**src/rtl/strap_seq_pkg.sv**
```systemverilog
package strap_seq_pkg;
  localparam int unsigned NUM_FS     = 5;
  localparam int unsigned NUM_MULT   = 1;
  localparam int unsigned STRAP_W    = NUM_FS + NUM_MULT;

  typedef enum logic [1:0] {
    SEQ_SAMPLE = 2'd0,
    SEQ_ARM    = 2'd1,
    SEQ_RUN    = 2'd2
  } seq_state_e;
endpackage

```
**src/rtl/strap_sync.sv**
```systemverilog
module strap_sync #(
  parameter int unsigned WIDTH  = 1,
  parameter int unsigned STAGES = 2
) (
  input  logic             clk_i,
  input  logic             rst_ni,
  input  logic [WIDTH-1:0] d_i,
  output logic [WIDTH-1:0] q_o
);
  logic [STAGES-1:0][WIDTH-1:0] stage_q;

  for (genvar s = 0; s < STAGES; s++) begin : g_stage
    logic [WIDTH-1:0] stage_d;
    if (s == 0) begin : g_first
      assign stage_d = d_i;
    end else begin : g_next
      assign stage_d = stage_q[s-1];
    end
    always_ff @(posedge clk_i or negedge rst_ni) begin
      if (!rst_ni) stage_q[s] <= '0;
      else         stage_q[s] <= stage_d;
    end
  end

  assign q_o = stage_q[STAGES-1];
endmodule

```
**src/rtl/strap_seq_ctrl.sv**
```systemverilog
module strap_seq_ctrl
  import strap_seq_pkg::*;
(
  input  logic clk_i,
  input  logic rst_ni,
  input  logic pg_sync_i,
  output logic capture_o,
  output logic latched_o,
  output logic oe_en_o,
  output logic pwrdn_req_o
);
  seq_state_e state_q, state_d;
  logic       pg_prev_q;
  logic       pwrdn_q, pwrdn_d;
  logic       pg_rise;

  assign pg_rise = pg_sync_i & ~pg_prev_q;

  always_comb begin
    state_d   = state_q;
    capture_o = 1'b0;
    unique case (state_q)
      SEQ_SAMPLE: begin
        if (pg_rise) begin
          capture_o = 1'b1;
          state_d   = SEQ_ARM;
        end
      end
      SEQ_ARM: state_d = SEQ_RUN;
      SEQ_RUN: state_d = SEQ_RUN;
      default: state_d = SEQ_SAMPLE;
    endcase
  end

  assign latched_o = (state_q != SEQ_SAMPLE);
  assign oe_en_o   = (state_q == SEQ_RUN);
  assign pwrdn_d   = latched_o & ~pg_sync_i;

  always_ff @(posedge clk_i or negedge rst_ni) begin
    if (!rst_ni) begin
      state_q   <= SEQ_SAMPLE;
      pg_prev_q <= 1'b0;
      pwrdn_q   <= 1'b0;
    end else begin
      state_q   <= state_d;
      pg_prev_q <= pg_sync_i;
      pwrdn_q   <= pwrdn_d;
    end
  end

  assign pwrdn_req_o = pwrdn_q;
endmodule

```
**src/rtl/strap_hold_reg.sv**
```systemverilog
module strap_hold_reg #(
  parameter int unsigned WIDTH = 6
) (
  input  logic             clk_i,
  input  logic             rst_ni,
  input  logic             load_i,
  input  logic [WIDTH-1:0] d_i,
  output logic [WIDTH-1:0] q_o
);
  logic [WIDTH-1:0] hold_q, hold_d;

  always_comb begin
    hold_d = hold_q;
    if (load_i) hold_d = d_i;
  end

  always_ff @(posedge clk_i or negedge rst_ni) begin
    if (!rst_ni) hold_q <= '0;
    else         hold_q <= hold_d;
  end

  assign q_o = hold_q;
endmodule

```
**src/rtl/strap_latch_seq.sv**
```systemverilog
module strap_latch_seq
  import strap_seq_pkg::*;
#(
  parameter int unsigned SYNC_STAGES = 2
) (
  input  logic               clk_i,
  input  logic               rst_ni,
  input  logic [NUM_FS-1:0]  strap_fs_i,
  input  logic               strap_mult_i,
  input  logic               pwrgd_i,
  output logic [STRAP_W-1:0] strap_word_o,
  output logic               latched_o,
  output logic [STRAP_W-1:0] pin_oe_o,
  output logic               pwrdn_req_o
);
  localparam int unsigned SYNC_W = STRAP_W + 1;

  logic [SYNC_W-1:0]  raw_bus, sync_bus;
  logic [STRAP_W-1:0] strap_sync_w;
  logic               pg_sync;
  logic               capture;
  logic               oe_en;

  assign raw_bus      = {pwrgd_i, strap_mult_i, strap_fs_i};
  assign strap_sync_w = sync_bus[STRAP_W-1:0];
  assign pg_sync      = sync_bus[SYNC_W-1];

  strap_sync #(.WIDTH(SYNC_W), .STAGES(SYNC_STAGES)) u_sync (
    .clk_i  (clk_i),
    .rst_ni (rst_ni),
    .d_i    (raw_bus),
    .q_o    (sync_bus)
  );

  strap_seq_ctrl u_ctrl (
    .clk_i       (clk_i),
    .rst_ni      (rst_ni),
    .pg_sync_i   (pg_sync),
    .capture_o   (capture),
    .latched_o   (latched_o),
    .oe_en_o     (oe_en),
    .pwrdn_req_o (pwrdn_req_o)
  );

  strap_hold_reg #(.WIDTH(STRAP_W)) u_hold (
    .clk_i  (clk_i),
    .rst_ni (rst_ni),
    .load_i (capture),
    .d_i    (strap_sync_w),
    .q_o    (strap_word_o)
  );

  assign pin_oe_o = {STRAP_W{oe_en}};
endmodule

```
**config.mk**
```make
export PLATFORM = sky130hd
export DESIGN_NAME = strap_latch_seq
export DESIGN_NICKNAME = d
export VERILOG_FILES = /design/src/rtl/strap_seq_pkg.sv /design/src/rtl/strap_sync.sv /design/src/rtl/strap_seq_ctrl.sv /design/src/rtl/strap_hold_reg.sv /design/src/rtl/strap_latch_seq.sv
export SDC_FILE = /design/constraint.sdc
export NUM_CORES = 1
export LEC_CHECK = 0
export ABC_AREA = 1
export BUFFER_PORTS_ARGS = -buffer_cell sky130_fd_sc_hd__buf_2
export CORE_MARGIN = 4
export CORE_UTILIZATION = 40
export CTS_CLUSTER_SIZE = 10
export DETAILED_ROUTE_END_ITERATION = 8
export SETUP_SLACK_MARGIN = 0.15
export SYNTH_ARGS = -nofsm -noshare
export SYNTH_HDL_FRONTEND = slang
export SYNTH_HIERARCHICAL = 1
export SYNTH_SLANG_ARGS = --single-unit
export TNS_END_PERCENT = 1
```
**constraint.sdc**
```tcl
create_clock -name clk_i -period 2.6 [get_ports clk_i]
set_clock_uncertainty 0.05 [all_clocks]
set_input_delay 0.13 -clock clk_i [delete_from_list [all_inputs] [get_ports clk_i]]
set_output_delay 0.13 -clock clk_i [all_outputs]
set_load 0.05 [all_outputs]
```
# Word level (Yosys, flattened, before mapping)
# Index checks and enable logic that the tools add are counted.
[totals] reg_bits=24 in_bits=9 output_inout_bits=14 word_cells=20
[classes] n_eq_ne=3 muxes=4 n_bitwise=4 reduce_logical=3
[op_table] cell="$pmux W2 S2" count=1
[op_table] cell="$and A1 B1 Y1" count=2
[op_table] cell="$eq A2 B1 Y1 const B" count=1
[op_table] cell="$eq A2 B2 Y1 const B" count=1
[op_table] cell="$logic_not A2 Y1" count=1
[op_table] cell="$mux W1" count=2
[op_table] cell="$mux W2" count=1
[op_table] cell="$ne A2 B1 Y1 const B" count=1
[op_table] cell="$not A1 Y1" count=2
[op_table] cell="$reduce_bool A2 Y1" count=1
[op_table] cell="$reduce_or A2 Y1" count=1

# Logic depth before layout (Yosys ltp)
[depth] depth_word=4 mapped_depth=7 mapped_depth_nobuf=7

# Cells and area by module
# Netlist, hierarchy kept.
[by_module_without_submodules] module="strap_sync" instances=1 cells_per_inst=14 area_per_inst_um2=350.3 seq_area_each_um2=350.3
[by_module_without_submodules] module="strap_hold_reg" instances=1 cells_per_inst=25 area_per_inst_um2=221.5 seq_area_each_um2=150.1
[by_module_without_submodules] module="strap_seq_ctrl" instances=1 cells_per_inst=20 area_per_inst_um2=191.4 seq_area_each_um2=100.1
[by_module_without_submodules] module="strap_latch_seq" instances=1 cells_per_inst=6 area_per_inst_um2=45.0 seq_area_each_um2=0.0

# Least setup slack after synthesis
# Ideal clock, no wire load.
[synth_timing] path_kind="register -> register" startpoint="register u_ctrl.state_q[0]" endpoint="register u_hold.hold_q[0], in the netlist u_hold/q_o[0]" setup_ns=0.119 arrival_ns=1.178 required_time_ns=2.431 path_slack_ns=1.253 stages_incl_launch_ff=8 path_cell_list="dfrtp_1 -> inv_1 -> ha_1 -> inv_1 -> nor2_1 -> inv_2 -> nand2_1 -> nand2_1"
[synth_via] elab_chain_len=2
[synth_rtl] element="start, declared" line="strap_seq_ctrl.sv:12" source="seq_state_e state_q, state_d;"
[synth_rtl] element="start signal, assigned" line="strap_seq_ctrl.sv:45" source="state_q <= state_d;"
[synth_rtl] element="$logic_not A2 Y1" line="strap_seq_ctrl.sv:22" source="unique case (state_q)"
[synth_rtl] element="$mux W1" line="strap_seq_ctrl.sv:22"
[synth_rtl] element="named net capture" line="strap_latch_seq.sv:21" source="logic capture;"
[synth_rtl] element="end signal, assigned" line="strap_hold_reg.sv:19" source="else hold_q <= hold_d;"
[synth_rtl] element="end, declared" line="strap_hold_reg.sv:10" source="logic [WIDTH-1:0] hold_q, hold_d;"
# The timed path passes the listed nets, and every way through them passes these cells.
# A chain may end at the register's enable or synchronous reset.

# Worst setup path in the final report
[layout_timing] startpoint="register u_ctrl.state_q[0]" endpoint="output pin_oe_o[1]"
[layout_via] elab_chain_len=1
[layout_rtl] element="$eq A2 B2 Y1" line="strap_seq_ctrl.sv:36" source="assign oe_en_o = (state_q == SEQ_RUN);"
[layout_rtl] element="end, declared" line="strap_latch_seq.sv:13" source="output logic [STRAP_W-1:0] pin_oe_o,"
# No other way between the ends.

==> results.rst <==
.. list-table::
   :header-rows: 1

   * - Metric
     - Value
   * - Clock latency on the worst-skew pair
     - 300 ps
   * - Worst Max-Slew Pin Slew
     - 490 ps
   * - Final hold slack
     - 257 ps
   * - Syn Std Cell Area
     - 808 sq um
   * - Launch instance of the worst register-to-register path
     - u_ctrl/state_q[0]
   * - Maximum frequency from static timing analysis
     - 0.665 GHz
   * - Final-stage net count
     - 106
   * - Largest family of logic cells by synthesized area
     - simple AND/OR/NAND/NOR gates
   * - Startpoint of the worst setup timing path
     - u_ctrl/state_q[0]
   * - Sinks on the clock net
     - 24
   * - Congestion Overflow GR
     - 0
   * - Final instance area
     - 0.00104 sq mm
   * - Slowest stage cell on the critical path
     - sky130_fd_sc_hd__dfrtp_1
   * - Cell Area, Placed
     - 905 sq um
   * - Area share of the largest cell type after synthesis
     - 74.3%
   * - Setup repair after global routing missed its margin
     - no
   * - Initial antenna violation count
     - 0
   * - Most instantiated cells after synthesis
     - sky130_fd_sc_hd__dfrtp_1, sky130_fd_sc_hd__nand2_1, sky130_fd_sc_hd__buf_4
   * - Overall via count from detail_route
     - 493
   * - Avg Vias per Cell
     - 4.18
   * - CTS tree
     - built
   * - Total Negative Setup Slacks
     - 0 ps
   * - Setup ws final
     - 1100 ps
   * - Final hold violation count
     - 0
   * - Leading cell type by number of instances after synthesis
     - sky130_fd_sc_hd__dfrtp_1
   * - # Post-CTS Setup Buffers
     - 0
   * - Area overhead of the layout relative to synthesis
     - 28.3%
   * - Count of pins over their slew limit
     - 0
   * - CTS clk-pin slew, worst paths
     - 120 ps
   * - Crit Reg-Reg Endpoint
     - u_hold/q_o[5]
   * - Category of the worst setup path capture point
     - output port
   * - Number of flops mapped to enable cells by yosys
     - 0
   * - Adder-cell share of the synthesized area
     - 4.64%
   * - Max_slew headroom
     - 67.3%
   * - Cell row count
     - 15
   * - Clock Tree Buf Depth
     - 2
   * - Setup violations, final
     - 0
   * - Yosys warning total
     - 6
   * - Status
     - finished, final reports clean
   * - Last element of the critical path
     - pin_oe_o[1]
   * - Biggest area contributors in the synthesized netlist
     - sky130_fd_sc_hd__dfrtp_1, sky130_fd_sc_hd__nand2_1, sky130_fd_sc_hd__buf_4
   * - Crit path required time
     - 2420 ps
   * - Internal reg-to-reg setup slack
     - 1100 ps
   * - Chip height
     - 53.0 um
   * - XOR/XNOR share of the synthesized area
     - 0%
   * - Wire length reported by the detailed router
     - 1080 um
   * - Maximum number of pins on one net before global-route repair
     - 25
   * - Fill cell count
     - 166
   * - Detailed Route Iter0 Violations
     - 7
   * - Kind of path behind the tightest hold check
     - in2async
   * - I/O Buffers
     - 22
   * - Type of element launching the critical path
     - flip-flop
   * - Die Span X
     - 53.0 um
   * - Register area share after synthesis
     - 74.3%
   * - Wire length of the first global-routing pass
     - 1710 um
   * - Vias in the first global route
     - 415
   * - Most used DFF post-synth
     - sky130_fd_sc_hd__dfrtp_1
   * - Shortest period the worst path allows
     - 1500 ps
   * - Worst path arrival time
     - 1320 ps
   * - Global Route Usage Sum
     - 8.64%
   * - Ordered cell list for the critical path
     - inv_1 > ha_1 > buf_2
   * - Simple logic cell fraction of the synthesized area
     - 12.1%
   * - Deepest level of the CTS H-tree
     - 1
   * - Share of the cycle needed by the critical path after routing
     - 57.8%
   * - Fraction of layout instances using a drive strength above 1
     - 30.1%
   * - Final RePlAce weighted congestion
     - 0.758
   * - Worst slack, placed
     - 1110 ps
   * - Compound-cell area share of the yosys netlist
     - 0.619%
   * - Mean instance size in the synthesized netlist
     - 12.4 sq um
   * - Top fanout value on the critical path
     - 6
   * - Count of TritonRoute iterations in the first routing pass
     - 4
   * - Drt drc
     - 0
   * - HPWL reported at the end of detailed placement
     - 804 um
   * - Buffer type at the clock tree root
     - sky130_fd_sc_hd__clkbuf_4
   * - I/O pins
     - 23
   * - Nets in the synthesized netlist
     - 77
   * - Area inside the core boundary
     - 0.00182 sq mm
   * - Antenna-violating nets left
     - 0
   * - Share of async-settable or async-resettable flops after synthesis
     - 100%
   * - Count of cell types in the netlist
     - 10
   * - Worst Reg2Reg Path Length in Cells
     - 7
   * - Portion of netlist area occupied by mux cells
     - 0%
   * - Library cell with the largest summed area after synthesis
     - sky130_fd_sc_hd__dfrtp_1
   * - Initial core utilization
     - 44.4%
   * - Clock buffers created by TritonCTS
     - 3
   * - Maximum Capacitance Violations
     - 0
   * - Start-to-end type of the worst setup path
     - reg2out
   * - Post-synthesis instance total
     - 65
   * - Critical path's largest stage delay
     - 380 ps
   * - Average detailed-routed wire length per instance
     - 9.12 um
   * - Number of register bits inferred by synthesis
     - 24
   * - Die ar.
     - 0.00280 sq mm
   * - Antenna cell count
     - 0
==> through the flow <==
| stage | util (%) | instances |
|---|---|---|
| 6_report | 57.0 | 118 |
| 5_1_grt | 57.0 | 118 |
| 3_3_place_gp | 49.7 | 106 |
| 2_1_floorplan | - | 65 |
| 4_1_cts | 57.0 | 118 |
| 3_5_place_dp | 49.7 | 106 |
==> critical path: cells and delay by family (launching register included) <==
| kind | cells | cell delay (ps) |
|---|---|---|
| buffers and inverters | 2 | 400 |
| DFF | 1 | 380 |
| adders and majority gates | 1 | 240 |
==> area by class of cell <==
| class | count | area (sq um) | share of cell area (%) |
|---|---|---|---|
| flip-flops and latches | 24 | 601 | 57.9 |
| repair buffers | 30 | 190 | 18.3 |
| multi-input cells | 29 | 140 | 13.5 |
| well taps | 25 | 31.3 | 3.02 |
| clock inverters | 1 | 30.0 | 2.90 |
| clock buffers | 3 | 22.5 | 2.17 |
| inverters | 6 | 22.5 | 2.17 |
==> repair_timing <==
item / 4_1_cts / 5_1_grt
gates resized for setup: 0 / 0
setup endpoints to repair: 0 / 0
hold endpoints to repair: 31 / 0
hold buffers: 8 / 0
==> worst min path at each step <==
| stage | start | end | slack, ps | depth (start not counted) |
|---|---|---|---|---|
| floorplan | rst_ni | u_ctrl/pg_prev_q | -220 | 0 |
| global placement | rst_ni | u_sync/g_stage[1].stage_d[0] | 70 | 1 |
| detailed placement | rst_ni | u_sync/g_stage[1].stage_d[1] | 80 | 1 |
| CTS | rst_ni | u_sync/g_stage[1].stage_d[0] | 270 | 2 |
| global route | rst_ni | u_sync/g_stage[1].stage_d[6] | 290 | 2 |
| finish | rst_ni | u_ctrl/state_q[1] | 260 | 2 |
==> registers in the layout, indices dropped and copies added (netlist names) <==
name,flops
u_ctrl/pg_prev_q,1
u_sync/q_o,7
u_sync/g_stage.stage_d,7
u_ctrl/pwrdn_req_o,1
u_hold/q_o,6
u_ctrl/state_q,2
==> cell families after synthesis <==
family	count (synthesis)
and+or+nand+nor	25
AOI/OAI and AO/OA	1
buffers and inverters	12
DFF	24
adders and majority gates	3
==> layout by cell type, fill, tap and decap left out, types with 2 or more instances in the layout <==
cell	instances
sky130_fd_sc_hd__buf_2	22
sky130_fd_sc_hd__dlygate4sd3_1	8
sky130_fd_sc_hd__inv_1	5
sky130_fd_sc_hd__nand2_1	21
sky130_fd_sc_hd__ha_1	3
sky130_fd_sc_hd__dfrtp_1	24
sky130_fd_sc_hd__nor2_1	2
sky130_fd_sc_hd__clkbuf_4	3
==> routing by layer <==
metal	vias up	global-route usage, %	wire, um
li1	243	-	-
met1	226	10.9	479
met2	22	13.0	489
met3	2	4.23	101
met4	0	2.55	6
met5	-	0	0
Power is not shown: default switching activity piles up to over one toggle a cycle in this logic, so the estimate is an artifact.
